===== config.mk =====
export PLATFORM = sky130hd
export DESIGN_NAME = wus_snoop_ctrl
export DESIGN_NICKNAME = d
export VERILOG_FILES = /design/src/rtl/wus_pkg.sv /design/src/rtl/wus_datapath.sv /design/src/rtl/wus_control.sv /design/src/rtl/wus_snoop_ctrl.sv
export SDC_FILE = /design/constraint.sdc
export NUM_CORES = 1
export LEC_CHECK = 0
export ABC_CLOCK_PERIOD_IN_PS = 7790
export CAP_MARGIN = 10
export CORE_MARGIN = 2
export CORE_UTILIZATION = 41
export DETAILED_ROUTE_END_ITERATION = 10
export PLACE_DENSITY = 0.7
export SLEW_MARGIN = 5
export SYNTH_ARGS = -nofsm -noshare
export SYNTH_HDL_FRONTEND = slang
export SYNTH_HIERARCHICAL = 1
export SYNTH_SLANG_ARGS = --single-unit

===== constraint.sdc =====
create_clock -name clk -period 7.79 [get_ports clk]
set_input_delay 1.558 -clock clk [delete_from_list [all_inputs] [get_ports clk]]
set_output_delay 1.558 -clock clk [all_outputs]
set_load 0.005 [all_outputs]

===== src/rtl/wus_pkg.sv =====
package wus_pkg;

  typedef enum logic [1:0] {
    LS_INV = 2'd0,
    LS_VEX = 2'd1,
    LS_SHR = 2'd2,
    LS_DRT = 2'd3
  } lineState_e;

  typedef enum logic [1:0] {
    BC_RDMISS = 2'd0,
    BC_WRMISS = 2'd1,
    BC_UPDATE = 2'd2,
    BC_WBACK  = 2'd3
  } busCmd_e;

  // strobes from control to datapath
  typedef struct packed {
    logic       capReq;      // latch processor request
    logic       fillWr;      // write the requested line
    logic       fillCpuData; // fill with processor data (else bus data)
    lineState_e fillState;   // state written with the fill
    logic       rspCap;      // capture response word
    logic       rspFromBus;  // response word comes from the bus
    logic       selVictim;   // bus address/data from the resident line
    logic       snpWr;       // snooped line moves to Shared
    logic       snpTakeData; // snooped line takes the bus word
  } ctrlStb_t;

endpackage


===== src/rtl/wus_datapath.sv =====
module wus_datapath
  import wus_pkg::*;
#(
  parameter int AW = 8,
  parameter int IW = 2,
  parameter int DW = 32
) (
  input  logic            clk,
  input  logic            rstN,
  input  logic [AW-1:0]   cpuAddr,
  input  logic            cpuWr,
  input  logic [DW-1:0]   cpuWdata,
  input  ctrlStb_t        stb,
  input  logic [AW-1:0]   snpAddr,
  input  logic [DW-1:0]   snpData,
  input  logic [DW-1:0]   busInData,
  output logic            reqWr,
  output logic            reqHit,
  output lineState_e      lineSt,
  output logic            snpHit,
  output lineState_e      snpSt,
  output logic [AW-1:0]   busAddr,
  output logic [DW-1:0]   busData,
  output logic [DW-1:0]   rdata,
  output logic [DW-1:0]   supplyData
);

  localparam int NL = 1 << IW;
  localparam int TW = AW - IW;

  lineState_e        stArr [NL];
  logic [TW-1:0]     tagArr [NL];
  logic [DW-1:0]     datArr [NL];

  logic [AW-1:0]     reqAddr;
  logic [DW-1:0]     reqWdata;

  logic [IW-1:0]     rIdx;
  logic [TW-1:0]     rTag;
  logic [IW-1:0]     sIdx;
  logic [TW-1:0]     sTag;

  assign rIdx = reqAddr[IW-1:0];
  assign rTag = reqAddr[AW-1:IW];
  assign sIdx = snpAddr[IW-1:0];
  assign sTag = snpAddr[AW-1:IW];

  // request latch
  always_ff @(posedge clk) begin
    if (!rstN) begin
      reqAddr  <= '0;
      reqWr    <= 1'b0;
      reqWdata <= '0;
    end else if (stb.capReq) begin
      reqAddr  <= cpuAddr;
      reqWr    <= cpuWr;
      reqWdata <= cpuWdata;
    end
  end

  // lookups
  assign lineSt     = stArr[rIdx];
  assign reqHit     = (stArr[rIdx] != LS_INV) && (tagArr[rIdx] == rTag);
  assign snpSt      = stArr[sIdx];
  assign snpHit     = (stArr[sIdx] != LS_INV) && (tagArr[sIdx] == sTag);
  assign supplyData = datArr[sIdx];

  assign busAddr = stb.selVictim ? {tagArr[rIdx], rIdx} : reqAddr;
  assign busData = stb.selVictim ? datArr[rIdx] : reqWdata;

  // state array; fill wins over a snoop to the same index
  always_ff @(posedge clk) begin
    if (!rstN) begin
      for (int i = 0; i < NL; i++) stArr[i] <= LS_INV;
    end else begin
      if (stb.snpWr) stArr[sIdx] <= LS_SHR;
      if (stb.fillWr) stArr[rIdx] <= stb.fillState;
    end
  end

  // tag and data arrays
  always_ff @(posedge clk) begin
    if (stb.snpTakeData) datArr[sIdx] <= snpData;
    if (stb.fillWr) begin
      tagArr[rIdx] <= rTag;
      datArr[rIdx] <= stb.fillCpuData ? reqWdata : busInData;
    end
  end

  // response word
  always_ff @(posedge clk) begin
    if (!rstN) rdata <= '0;
    else if (stb.rspCap) rdata <= stb.rspFromBus ? busInData : datArr[rIdx];
  end

endmodule


===== src/rtl/wus_control.sv =====
module wus_control
  import wus_pkg::*;
(
  input  logic        clk,
  input  logic        rstN,
  input  logic        cpuReq,
  input  logic        reqWr,
  input  logic        reqHit,
  input  lineState_e  lineSt,
  input  logic        busAck,
  input  logic        sharedIn,
  input  logic        snpValid,
  input  busCmd_e     snpCmd,
  input  logic        snpHit,
  input  lineState_e  snpSt,
  output ctrlStb_t    stb,
  output logic        busValid,
  output busCmd_e     busCmd,
  output logic        cpuDone,
  output logic        cpuHit,
  output logic        sharedOut,
  output logic        supplyDirty
);

  typedef enum logic [2:0] {
    S_IDLE, S_LOOK, S_WB, S_MISS, S_UPD, S_DONE
  } fsm_e;

  fsm_e st, nxt;
  logic hitQ;
  logic snpAct;

  assign snpAct      = snpValid && snpHit && (snpCmd != BC_WBACK);
  assign sharedOut   = snpAct;
  assign supplyDirty = snpAct && (snpCmd == BC_RDMISS) && (snpSt == LS_DRT);

  assign busValid = (st == S_WB) || (st == S_MISS) || (st == S_UPD);
  assign cpuDone  = (st == S_DONE);
  assign cpuHit   = hitQ;

  always_comb begin
    case (st)
      S_WB:    busCmd = BC_WBACK;
      S_UPD:   busCmd = BC_UPDATE;
      default: busCmd = reqWr ? BC_WRMISS : BC_RDMISS;
    endcase
  end

  always_comb begin
    stb             = '0;
    nxt             = st;
    stb.snpWr       = snpAct;
    stb.snpTakeData = snpAct && (snpCmd != BC_RDMISS);
    case (st)
      S_IDLE: begin
        if (cpuReq) begin
          stb.capReq = 1'b1;
          nxt        = S_LOOK;
        end
      end
      S_LOOK: begin
        if (reqHit) begin
          if (!reqWr) begin
            stb.rspCap = 1'b1;
            nxt        = S_DONE;
          end else if (lineSt == LS_SHR) begin
            nxt = S_UPD;
          end else begin
            stb.fillWr      = 1'b1;
            stb.fillCpuData = 1'b1;
            stb.fillState   = LS_DRT;
            nxt             = S_DONE;
          end
        end else if (lineSt == LS_DRT) begin
          nxt = S_WB;
        end else begin
          nxt = S_MISS;
        end
      end
      S_WB: begin
        stb.selVictim = 1'b1;
        if (busAck) nxt = S_MISS;
      end
      S_MISS: begin
        if (busAck) begin
          stb.fillWr      = 1'b1;
          stb.fillCpuData = reqWr;
          if (sharedIn)   stb.fillState = LS_SHR;
          else if (reqWr) stb.fillState = LS_DRT;
          else            stb.fillState = LS_VEX;
          stb.rspCap      = !reqWr;
          stb.rspFromBus  = 1'b1;
          nxt             = S_DONE;
        end
      end
      S_UPD: begin
        if (busAck) begin
          stb.fillWr      = 1'b1;
          stb.fillCpuData = 1'b1;
          stb.fillState   = sharedIn ? LS_SHR : LS_VEX;
          nxt             = S_DONE;
        end
      end
      S_DONE:  nxt = S_IDLE;
      default: nxt = S_IDLE;
    endcase
  end

  always_ff @(posedge clk) begin
    if (!rstN) begin
      st   <= S_IDLE;
      hitQ <= 1'b0;
    end else begin
      st <= nxt;
      if (st == S_LOOK) hitQ <= reqHit;
    end
  end

endmodule


===== src/rtl/wus_snoop_ctrl.sv =====
module wus_snoop_ctrl
  import wus_pkg::*;
#(
  parameter int AW = 8,
  parameter int IW = 2,
  parameter int DW = 32
) (
  input  logic          clk,
  input  logic          rstN,
  input  logic          cpuReq,
  input  logic          cpuWr,
  input  logic [AW-1:0] cpuAddr,
  input  logic [DW-1:0] cpuWdata,
  output logic          cpuDone,
  output logic          cpuHit,
  output logic [DW-1:0] cpuRdata,
  output logic          busValid,
  output logic [1:0]    busCmd,
  output logic [AW-1:0] busAddr,
  output logic [DW-1:0] busData,
  input  logic          busAck,
  input  logic [DW-1:0] busInData,
  input  logic          sharedIn,
  input  logic          snpValid,
  input  logic [1:0]    snpCmd,
  input  logic [AW-1:0] snpAddr,
  input  logic [DW-1:0] snpData,
  output logic          sharedOut,
  output logic          supplyDirty,
  output logic [DW-1:0] supplyData
);

  ctrlStb_t   stb;
  logic       reqWr;
  logic       reqHit;
  lineState_e lineSt;
  logic       snpHit;
  lineState_e snpSt;
  busCmd_e    busCmdE;

  assign busCmd = busCmdE;

  wus_datapath #(.AW(AW), .IW(IW), .DW(DW)) u_dp (
    .clk        (clk),
    .rstN       (rstN),
    .cpuAddr    (cpuAddr),
    .cpuWr      (cpuWr),
    .cpuWdata   (cpuWdata),
    .stb        (stb),
    .snpAddr    (snpAddr),
    .snpData    (snpData),
    .busInData  (busInData),
    .reqWr      (reqWr),
    .reqHit     (reqHit),
    .lineSt     (lineSt),
    .snpHit     (snpHit),
    .snpSt      (snpSt),
    .busAddr    (busAddr),
    .busData    (busData),
    .rdata      (cpuRdata),
    .supplyData (supplyData)
  );

  wus_control u_ctl (
    .clk         (clk),
    .rstN        (rstN),
    .cpuReq      (cpuReq),
    .reqWr       (reqWr),
    .reqHit      (reqHit),
    .lineSt      (lineSt),
    .busAck      (busAck),
    .sharedIn    (sharedIn),
    .snpValid    (snpValid),
    .snpCmd      (busCmd_e'(snpCmd)),
    .snpHit      (snpHit),
    .snpSt       (snpSt),
    .stb         (stb),
    .busValid    (busValid),
    .busCmd      (busCmdE),
    .cpuDone     (cpuDone),
    .cpuHit      (cpuHit),
    .sharedOut   (sharedOut),
    .supplyDirty (supplyDirty)
  );

endmodule


# Word level (Yosys, flattened, before mapping)
# Memories as Yosys holds them, arrays and structs flattened. A register that Yosys moved wholly into a read port is not among the register bits.
# Cells that the tools add are included.
# word_totals
regBits	77
ramBits	160
in_bits	121
output_inout_bits	111
word_cells	93
mem_count	3
# classes
eq_ne	14
mux	51
n_reduce_logical	19
# memory_table
name	words	word_bits	read_ports	rd_ports_with_merged_regs	wr	line_no	text
u_dp.datArr	4	32	2	1	2	wus_datapath.sv:33	logic [DW-1:0] datArr [NL];
u_dp.tagArr	4	6	2	1	1	wus_datapath.sv:32	logic [TW-1:0] tagArr [NL];
u_dp.stArr	4	2	2	1	4	wus_datapath.sv:31	lineState_e stArr [NL];
# op_table
operator	n
32-bit two-way mux	3
2-bit two-way mux	13
1-bit two-way mux	20
3-bit two-way mux	5
6-bit == test	2
4-bit two-way mux	3
3-bit one-hot mux with 4 select lines	1
4-bit one-hot mux with 3 select lines	1
8-bit two-way mux	1
1-bit logical AND	7
2-bit == test, second input constant	3
3-bit by 2-bit == test with 1-bit output, second input constant	2
3-bit == test, second input constant	2
6-bit two-way mux	1
2-bit inequality test, second input constant	3
2-bit nonzero test	3
2-bit OR reduction	3
5-bit two-way mux	1
2-bit one-hot mux with 2 select lines	1
3-bit by 1-bit == test with 1-bit output, second input constant	1
3-bit logical NOT	1
3-bit AND reduction	1
2-bit logical NOT	1
1-bit logical OR	2
3 further kinds	3

# Logic depth before layout (Yosys ltp)
# Gate-level depths: netlist (run 1).
# logic_depth
ltp_word	10
depth_mapped	14
ltp_nobuf	12

# By module
# Netlist (run 1), hierarchy kept.
# by_module_without_submodules
mod	n_inst	cells_each	area_each_um2	seq_area_each_um2
wus_datapath	1	967	12034.0	6306.0
wus_control	1	62	476.7	80.1

# Worst setup path after synthesis (run 1)
# No wires, ideal clock.
# synth_timing
kind	in2reg
from	in snpAddr[0]
to	mem u_dp.datArr[2][0], enable pin
setup_ps	466
t_arrival_ps	5718
required_time_ps	7324
path_slack_ps	1607
path_stages	10
path_buffers	2
path_cell_list	buf_6 > buf_2 > mux4_2 > xor2_1 > a2111oi_2 > nand2_1 > a21oi_1 > o21a_1 > nand2_1 > o21ai_0
# synth_lines
element	line_no	text
start, declared	wus_snoop_ctrl.sv:26	input logic [AW-1:0] snpAddr,
end, declared	wus_datapath.sv:33	

# Worst setup path in the final report (run 1)
# layout_timing
from	in snpAddr[0]
to	out sharedOut
# layout_between
elab_chain_len	5
elab_cells_between_ends	7
cone_classes	eq/ne (1); reduce/logical (4); memory (2)
# layout_lines
element	line_no	text
memory read 4 x 6 bit or memory read 4 x 2 bit (tied branches)	-	
6-bit == test or 2-bit nonzero test (tied branches)	wus_datapath.sv:65	assign snpHit = (stArr[sIdx] != LS_INV) && (tagArr[sIdx] == sTag);
1-bit logical AND (*)	wus_datapath.sv:65	
net snpHit	wus_snoop_ctrl.sv:37	logic snpHit;
1-bit logical AND (*) (2 in series)	wus_control.sv:33	assign snpAct = snpValid && snpHit && (snpCmd != BC_WBACK);
end, declared	wus_snoop_ctrl.sv:28	output logic sharedOut,
# The timed path passes the listed nets; every way through them passes the cells marked *.

==> run summary, run 1 <==
- finished clean — status
- 231 — Buffers on Ports
- false — RSZ-0062 raised after global routing
- u_dp/datArr[1][23] — worst reg2reg endpoint
- 81.7% — final period utilization
- 0 — final setup fails
- 15000 um — routed metal-1 wirelength
- in -> out — path type of the worst setup path
- 239 — CTS sink cnt
- 157 MHz — maximum clock rate
- 1 — H-tree levels
- 0 — number of buffers inserted by post-CTS setup repair
- edfxtp_1, mux4_2, dfxtp_1 — top cells by area, synth
- 540 ps — clock insertion delay at the later pin of the skew report
- 38.4% — share of the synthesized area in the top cell type
- met5 — top routing layer in use
- 0 — Final Slew Violations
- buf_4, buf_4, mux4_2, xor2_1, a2111oi_2, nand2_1, a21oi_1, clkdlybuf4s50_1 — crit-path cells
- edfxtp_1, o21ai_0, nand2_1 — synth cell count leaders
- 0 — remaining routing DRC violations
- 6 — yosys warns
- 26 — crit-path max FO
- 35100 um — routed wire length
- 5.50 nW — Leak Pwr
- 41.9% — initial standard-cell utilization of the core
- 16700 um — routed wl met2
- 0 — total congestion overflow after global routing
- 9098 — vias
- 1150 — total nets after synthesis
- 179 um — die extent in x
- 22500 um — post-detail-place hpwl
- 160 — number of enable flip-flop cells after synthesis
- 3.25 mW — Final Power
- reg -> reg — path category of the worst min-delay check
- 0 — count of hold-fix buffers inserted at cts
- 15.6 ps — worst-case clock skew
- u_dp/rdata[31] — Hold Startpoint
- 6370 ps — post-route minimum period
- 52 — unique cell type count in the Yosys netlist
- 620 ps — delay of the slowest cell on the worst path
- 179 um — Die Y-Extent
- 51.0% — Seq/Total Area, Yosys
- 63 — standard-cell row count
- 1420 ps — final setup margin
- 2770 um — Met3 Routed Length
- 1220 ps — Tightest Pin Transition
- 12 — depth of the most critical reg-to-reg path
- 60 ps — Clk pin slew, worst setup/hold paths
- 3 — initial antenna violation count
- 4810 ps — WP data arrival
- buf_4 — Critical Path Most Common Cell
- 5 — Pre-Repair DR Iteration Count
- 1577 — Inst Count DP
- 239 — Synth Register Bits
- 789 — DRC marker count from the first detailed-route iteration
- 232 — Top-Level Pins
- edfxtp_1 — dominant cell type by area after synthesis
- 16.1% — fraction of final layout cells sized beyond drive strength 1
- 21.5 um — detailed-route wire length per cell
- 31900 um2 — die outline area
- edfxtp_1 — cell with the most instances after synthesis
- 3 — maximum root-to-sink buffer count
- 1029 — number of cells produced by synthesis
- 0 ps — setup total negative slack
- clkdlybuf4s50_1 — Worst path slowest cell
- done — CTS tree
- snpAddr[0] — Worst Setup SP
- 2 — count of cells along the worst hold path
- 5.57 — via density per instance
- primary output — Worst Setup End Kind
- 88 — largest net degree at the start of global routing
- 203 nW/um2 — power density normalized to cell area
- 1400 ps — worst slack after detailed placement
- clkbuf_16 — clock tree root buffer cell
- 0 — number of nets still failing antenna checks after routing
- 1338 — number of nets in the layout
- 0 — hold violation count in the final report
- primary input — Startpoint Class
- 0.804 — final weighted congestion in routability-driven placement
- 12500 um2 — netlist area before placement
- 0 — number of gates resized after CTS
- 6230 ps — Data required, critical path
- u_dp/rdata[31] — endpoint of the worst hold-timing path
- 21.7% — All-Layer GR Usage
- 0% — share of flip-flops with an asynchronous set or reset
- 28 — clock buffer count from CTS
- 29900 um2 — Core Region
- edfxtp_1 — commonest register cell after synthesis
- 9008 — via count of the first global-routing pass
- 0 — max capacitance violation total
- 12.2 um2 — average footprint of a synthesized cell
- 1632 — non-filler instance count after layout
- 0.152 mV — VDD IR max
- 531 ps — worst hold margin
- 27.8% — area growth from synthesis to layout
- 2530 ps — r2r setup slk
- 52400 um — first-pass GRT wire length
- 18.6% — remaining max-slew budget at the tightest pin
==> flip-flops by register name, summed over array words and instances, names as in the netlist, named ones only <==
name,flops
u_dp/rdata,32
u_dp/stArr,8
u_dp/reqAddr,8
u_ctl/st,3
u_dp/datArr,128
u_dp/reqWr,1
u_dp/tagArr,24
u_dp/reqWdata,32
u_ctl/cpuHit,1
==> kinds of logic after synthesis <==
kind of cell	count (synthesis)	synth area share [%]
AO/OA/AOI/OAI	222	9.39
XOR/XNOR	15	1.05
flip-flops	239	51.0
buffers and inverters	96	3.35
multiplexers	227	26.3
AND/OR/NAND/NOR	230	8.91
==> where the power goes <==
group	leakage [nW]	switching [mW]	internal [mW]
combinational	2.94	0.231	0.301
sequential	2.11	0.0541	1.40
clock	0.449	0.511	0.755
total	5.50	0.797	2.45
==> worst max-delay path by stage <==
stage                                   end  slack, ps  cells past startpoint
final                             sharedOut       1420                      8
after global routing              sharedOut       1160                      8
after CTS                         sharedOut       1400                      8
after detailed placement          sharedOut       1400                      8
after global placement            sharedOut       1420                      8
after floorplan           u_dp/datArr[2][0]       1610                     10
==> cell usage in the layout, fill, tap and decap left out, types with 8 or more instances in the layout <==
master           synthesis  routed
clkdlybuf4s50_1          0     228
edfxtp_1               160     160
o21ai_0                136     134
mux2i_1                111     111
nand2_1                112     110
dfxtp_1                 79      77
mux4_2                  77      77
a21oi_1                 70      70
nor2b_1                 42      42
mux2_2                  38      38
nor2_1                  39      37
clkbuf_16                0      31
buf_4                    8      15
inv_1                    8       8
xor2_1                   8       8
==> final cells by class <==
class,instances,area (um2)
inverter,9,33.8
multi-input combinational,694,5770
clock buffer,42,857
sequential,239,6390
antenna,3,7.51
tap,390,488
fill,2487,13900
clock inverter,10,45.0
timing repair buffer,245,2400
==> per-layer routing <==
layer,track usage [%],up-vias
met1,29.8,4451
met5,0,-
met4,5.08,2
met3,3.84,41
met2,35.8,358
li1,-,4246
==> per-stage QoR <==
stage | cell area, um2 | util (%)
global placement | 15100 | 50.5
detailed placement | 15100 | 50.5
global route | 16000 | 53.5
CTS | 16000 | 53.5
finish | 16000 | 53.5
floorplan | 12500 | -
==> critical path: cells and delay by family <==
kind,cells,cell delay (ps)
buf+inv,3,1560
mux,1,580
simple gates,1,110
xor+xnor,1,170
compound gates,2,800
(Power assumes the default switching activity.)
==> run 2: changes to the inputs <==
- ABC_CLOCK_PERIOD_IN_PS: 7790 -> 6650
- clock period: 7.79 -> 6.65 ns (I/O delays scaled with it)
==> run summary, run 2 (same netlist as run 1, synthesis figures left out) <==
- 35700 um — routed wire length
- 540 ps — clock insertion delay at the later pin of the skew report
- clkdlybuf4s50_1 — Worst path slowest cell
- 1070 ps — Tightest Pin Transition
- 3 — worst path buffer plus inverter count
- buf_4, buf_4, mux2i_1, xor2_1, nand4_1, a2111oi_2, nand2_1, a21oi_1, clkdlybuf4s50_1 — crit-path cells
- 20 — crit-path max FO
- buf_4 — Critical Path Most Common Cell
- 3.03 mW — cell-internal power
- 1341 — number of nets in the layout
- clkdlybuf4s50_1, edfxtp_1, o21ai_0 — highest-count cells in the layout ignoring fill and taps
- 0 — Final Slew Violations
- 0 — number of buffers inserted by post-CTS setup repair
- 179 um — die extent in x
- 23700 um — post-detail-place hpwl
- 239 — CTS sink cnt
- 6390 um2 — Storage cell area
- 16100 um2 — Layout Cell Area excl Fill
- primary output — Worst Setup End Kind
- 5.63 — via density per instance
- 15100 um2 — placed inst area
- 0.789 — final weighted congestion in routability-driven placement
- done — CTS tree
- reg -> reg — path category of the worst min-delay check
- 3.98 mW — Final Power
- 4060 ps — WP data arrival
- clkdlybuf4s50_1 — most common library cell in the layout ignoring fill and taps
- 16.1% — Comb power frac
- 22.1% — All-Layer GR Usage
- 232 — Top-Level Pins
- 5 — Pre-Repair DR Iteration Count
- 949 uW — net switching power of the design
- 0 — number of gates resized after CTS
- 28.3% — remaining max-slew budget at the tightest pin
- 754 — DRC marker count from the first detailed-route iteration
- finished clean — status
- 81.1% — final period utilization
- 9203 — vias
- 179 um — Die Y-Extent
- 88 — largest net degree at the start of global routing
- 60 ps — Clk pin slew, worst setup/hold paths
- 610 ps — delay of the slowest cell on the worst path
- 41.9% — initial standard-cell utilization of the core
- clkbuf_16 — clock tree root buffer cell
- 21.8 um — detailed-route wire length per cell
- 28 — clock buffer count from CTS
- 231 — Buffers on Ports
- 41.5% — fraction of power consumed by the clock network
- 0.154 mV — VDD IR max
- 2495 — fill cell total of the finished layout
- 28.7% — area growth from synthesis to layout
- 23.8% — fraction of power spent switching nets
- u_dp/datArr — Largest Register
- 29900 um2 — Core Region
- 0 — total congestion overflow after global routing
- 0 — remaining routing DRC violations
- 5390 ps — post-route minimum period
- 9154 — via count of the first global-routing pass
- 128 — number of flip-flops in the largest register
- 3 — initial antenna violation count
- 42.4% — register share of total power
- 5770 um2 — total area of multi-input combinational cells
- 3 — maximum root-to-sink buffer count
- 0 — final setup fails
- in -> out — path type of the worst setup path
- 185 MHz — maximum clock rate
- 31900 um2 — die outline area
- 0 — count of hold-fix buffers inserted at cts
- buffers and inverters — cell family contributing the most delay on the critical path
- false — RSZ-0062 raised after global routing
- 5.54 nW — Leak Pwr
- 0 — max capacitance violation total
- 53800 um — first-pass GRT wire length
- 247 nW/um2 — power density normalized to cell area
- 5320 ps — Data required, critical path
- primary input — Startpoint Class
- 16.3% — fraction of final layout cells sized beyond drive strength 1
- 0 ps — setup total negative slack
- 1 — H-tree levels
- 0 — number of nets still failing antenna checks after routing
- 1634 — non-filler instance count after layout
- 1580 — Inst Count DP
- 12.3 ps — worst-case clock skew
- 0 — hold violation count in the final report
- 63 — standard-cell row count
- u_dp/datArr x128, u_dp/rdata x32, u_dp/reqWdata x32 — Regs by FF count
==> run 2: cell types whose count changed in the layout (fill, tap and decap cells not counted), sizes merged <==
cell,previous run,this run
buf,17,20
bufinv,0,6
clkbuf,42,38
clkinv,10,6
clkinvlp,0,2
diode,3,2
==> run 2: worst register-to-register path: stages (launching register included) <==
cell	delay [ps]
dfxtp_4	430
buf_4	630
mux4_2	420
o2111ai_1	130
nor4_1	650
and4bb_4	370
nand3_4	120
nand2_2	140
nand3b_1	740
inv_1	640
o21ai_0	170
and2_1	180
==> run 2: final timing paths <==
kind | startpoint | endpoint | slack (ps) | depth (start not counted)
worst min register to register | u_dp/rdata[20] | u_dp/rdata[20] | 520 | 2
worst min-delay path | u_dp/rdata[20] | u_dp/rdata[20] | 520 | 2
worst max register to register | flop | u_dp/stArr[2][1] | 1800 | 11
worst max-delay path | snpAddr[0] | sharedOut | 1260 | 9
==> run 2: metal layers <==
| layer | vias up | track usage (%) | wire length, um |
|---|---|---|---|
| met2 | 365 | 36.3 | 17000 |
| met5 | - | 0 | 13 |
| met3 | 51 | 3.48 | 2660 |
| met4 | 2 | 5.72 | 817 |
| li1 | 4253 | - | - |
| met1 | 4532 | 30.8 | 15200 |
==> run 2: cell type report <==
| class | count | share of cell area [%] |
|---|---|---|
| flip-flops and latches | 239 | 39.7 |
| clock inverters | 14 | 1.39 |
| inverters | 9 | 0.210 |
| repair buffers | 248 | 15.1 |
| well taps | 390 | 3.03 |
| clock buffers | 38 | 4.78 |
| multi-input cells | 694 | 35.8 |
| diodes | 2 | 0.0311 |
==> run 2: per-stage QoR <==
stage	utilization, %	hold slack [ps]	worst slack [ps]
after CTS	53.9	530	1200
final	53.9	524	1260
after detailed placement	50.6	513	1200
after global routing	53.9	559	867
after global placement	50.6	504	1270
after floorplan	-	501	695
==> run 2: power by group through the flow <==
stage,Clock (mW),Combinational [mW],Sequential [mW]
after global placement,0,0.634,1.71
after detailed placement,0,0.640,1.72
after global routing,1.74,0.691,1.69
after CTS,1.67,0.645,1.69
after floorplan,0,0.356,1.69
final,1.65,0.642,1.69
==> run 3: changes to the inputs <==
- ABC_CLOCK_PERIOD_IN_PS: 6650 -> 4500
- PLACE_DENSITY: 0.7 -> 0.73
- clock period: 6.65 -> 4.5 ns (I/O delays scaled with it)
==> run summary, run 3 (same netlist as run 1, synthesis figures left out) <==
- clkbuf_16 — clock tree root buffer cell
- 232 — Top-Level Pins
- primary output — Worst Setup End Kind
- clkdlybuf4s50_1 — most common library cell in the layout ignoring fill and taps
- 0 — Final Slew Violations
- 912 ps — Tightest Pin Transition
- 755 — DRC marker count from the first detailed-route iteration
- 27 — clock buffer count from CTS
- 65 — largest net degree at the start of global routing
- 0 — remaining routing DRC violations
- 0 — count of hold-fix buffers inserted at cts
- u_dp/rdata[19] — Hold Startpoint
- 11.7 ps — worst-case clock skew
- 2 — count of cells along the worst hold path
- 1643 — non-filler instance count after layout
- 0 — total congestion overflow after global routing
- 4260 ps — post-route minimum period
- 128 — number of flip-flops in the largest register
- 63 — standard-cell row count
- 9170 — vias
- 53500 um — first-pass GRT wire length
- u_dp/datArr[3][6] — worst reg2reg endpoint
- 5.56 nW — Leak Pwr
- 21.6 um — detailed-route wire length per cell
- 1 — H-tree levels
- 179 um — Die Y-Extent
- 179 um — die extent in x
- 720 ps — r2r setup slk
- 29900 um2 — Core Region
- 0 — max capacitance violation total
- 231 — Buffers on Ports
- 1351 — number of nets in the layout
- 39.2% — remaining max-slew budget at the tightest pin
- 60 ps — Clk pin slew, worst setup/hold paths
- 41.9% — initial standard-cell utilization of the core
- 0 — number of gates resized after CTS
- 9251 — via count of the first global-routing pass
- 5.58 — via density per instance
- 345 nW/um2 — power density normalized to cell area
- 94.7% — final period utilization
- 22.1% — All-Layer GR Usage
- u_dp/datArr x128, u_dp/rdata x32, u_dp/reqWdata x32 — Regs by FF count
- primary input — Startpoint Class
- 28.8% — area growth from synthesis to layout
- 5.57 mW — Final Power
- 0 — number of buffers inserted by post-CTS setup repair
- 35500 um — routed wire length
- 0 ps — setup total negative slack
- finished clean — status
- 0 — final setup fails
- 2 — crit-path max FO
- 31900 um2 — die outline area
- 23500 um — post-detail-place hpwl
- false — RSZ-0062 raised after global routing
- 239 — CTS sink cnt
- 3600 ps — Data required, critical path
- 540 ps — clock insertion delay at the later pin of the skew report
- 0 — hold violation count in the final report
- 0.797 — final weighted congestion in routability-driven placement
- done — CTS tree
- 0.322 mV — VDD IR max
- u_dp/datArr — Largest Register
- 6 — Pre-Repair DR Iteration Count
- clkdlybuf4s50_1, edfxtp_1, o21ai_0 — highest-count cells in the layout ignoring fill and taps
- u_dp/rdata[19] — endpoint of the worst hold-timing path
- 17.0% — fraction of final layout cells sized beyond drive strength 1
- 3 — maximum root-to-sink buffer count
- 11 — depth of the most critical reg-to-reg path
- 3360 ps — WP data arrival
- reg -> reg — path category of the worst min-delay check
- 1 — initial antenna violation count
- 235 MHz — maximum clock rate
- 1591 — Inst Count DP
- 0 — number of nets still failing antenna checks after routing
- in -> out — path type of the worst setup path
==> run 3: cell types whose count changed in the layout (fill, tap and decap cells not counted), moves of 2 or more <==
cell,change
buf_4,+6
clkbuf_1,-3
bufinv_16,-5
clkbuf_8,+4
buf_12,+5
clkinv_2,+4
clkbuf_16,-2
==> run 3: per-layer routing <==
metal	track usage (%)	share of wire, %	wire length, um
met4	5.83	1.9	685
met2	36.5	48	17000
met5	0	0.037	13
met1	30.2	42	14900
met3	3.84	8.0	2840
==> run 3: power breakdown <==
part	switching, mW	total (mW)	internal [mW]
combinational	0.432	0.965	0.533
sequential	0.0677	2.49	2.42
clock	0.876	2.11	1.24
==> run 3: worst max-delay path by stage <==
stage	slack, ps	end	start
global placement	320	supplyDirty	snpAddr[2]
global route	160	supplyDirty	snpAddr[2]
detailed placement	240	supplyDirty	snpAddr[2]
finish	240	supplyDirty	snpAddr[2]
floorplan	440	u_dp/datArr[2][0]	snpAddr[0]
CTS	240	supplyDirty	snpAddr[2]
==> run 3: final cells by class <==
cell class | count | area, um2
Multi-Input combinational cell | 694 | 5770
Tap cell | 390 | 488
Clock buffer | 37 | 763
Antenna cell | 2 | 5.00
Sequential cell | 239 | 6390
Fill cell | 2444 | 13800
Clock inverter | 13 | 90.1
Timing Repair Buffer | 259 | 2570
Inverter | 9 | 33.8
==> run 3: worst max-delay path, cell delays in order <==
cell and delay, ps:
clkdlybuf4s50_1 470, xnor2_1 170, or4_4 510, a2111oi_2 380, nand2_1 120, nor4_1 260, clkdlybuf4s50_1 550
==> run 3: through the flow <==
stage / hold WS (ps) / area (um2) / setup WS, ps / utilization [%]
finish: 529 / 16100 / 237 / 53.9
global route: 554 / 16100 / 157 / 53.9
CTS: 528 / 16100 / 237 / 53.9
detailed placement: 518 / 15300 / 244 / 51.1
global placement: 511 / 15300 / 324 / 51.1
floorplan: 501 / 12500 / 436 / -
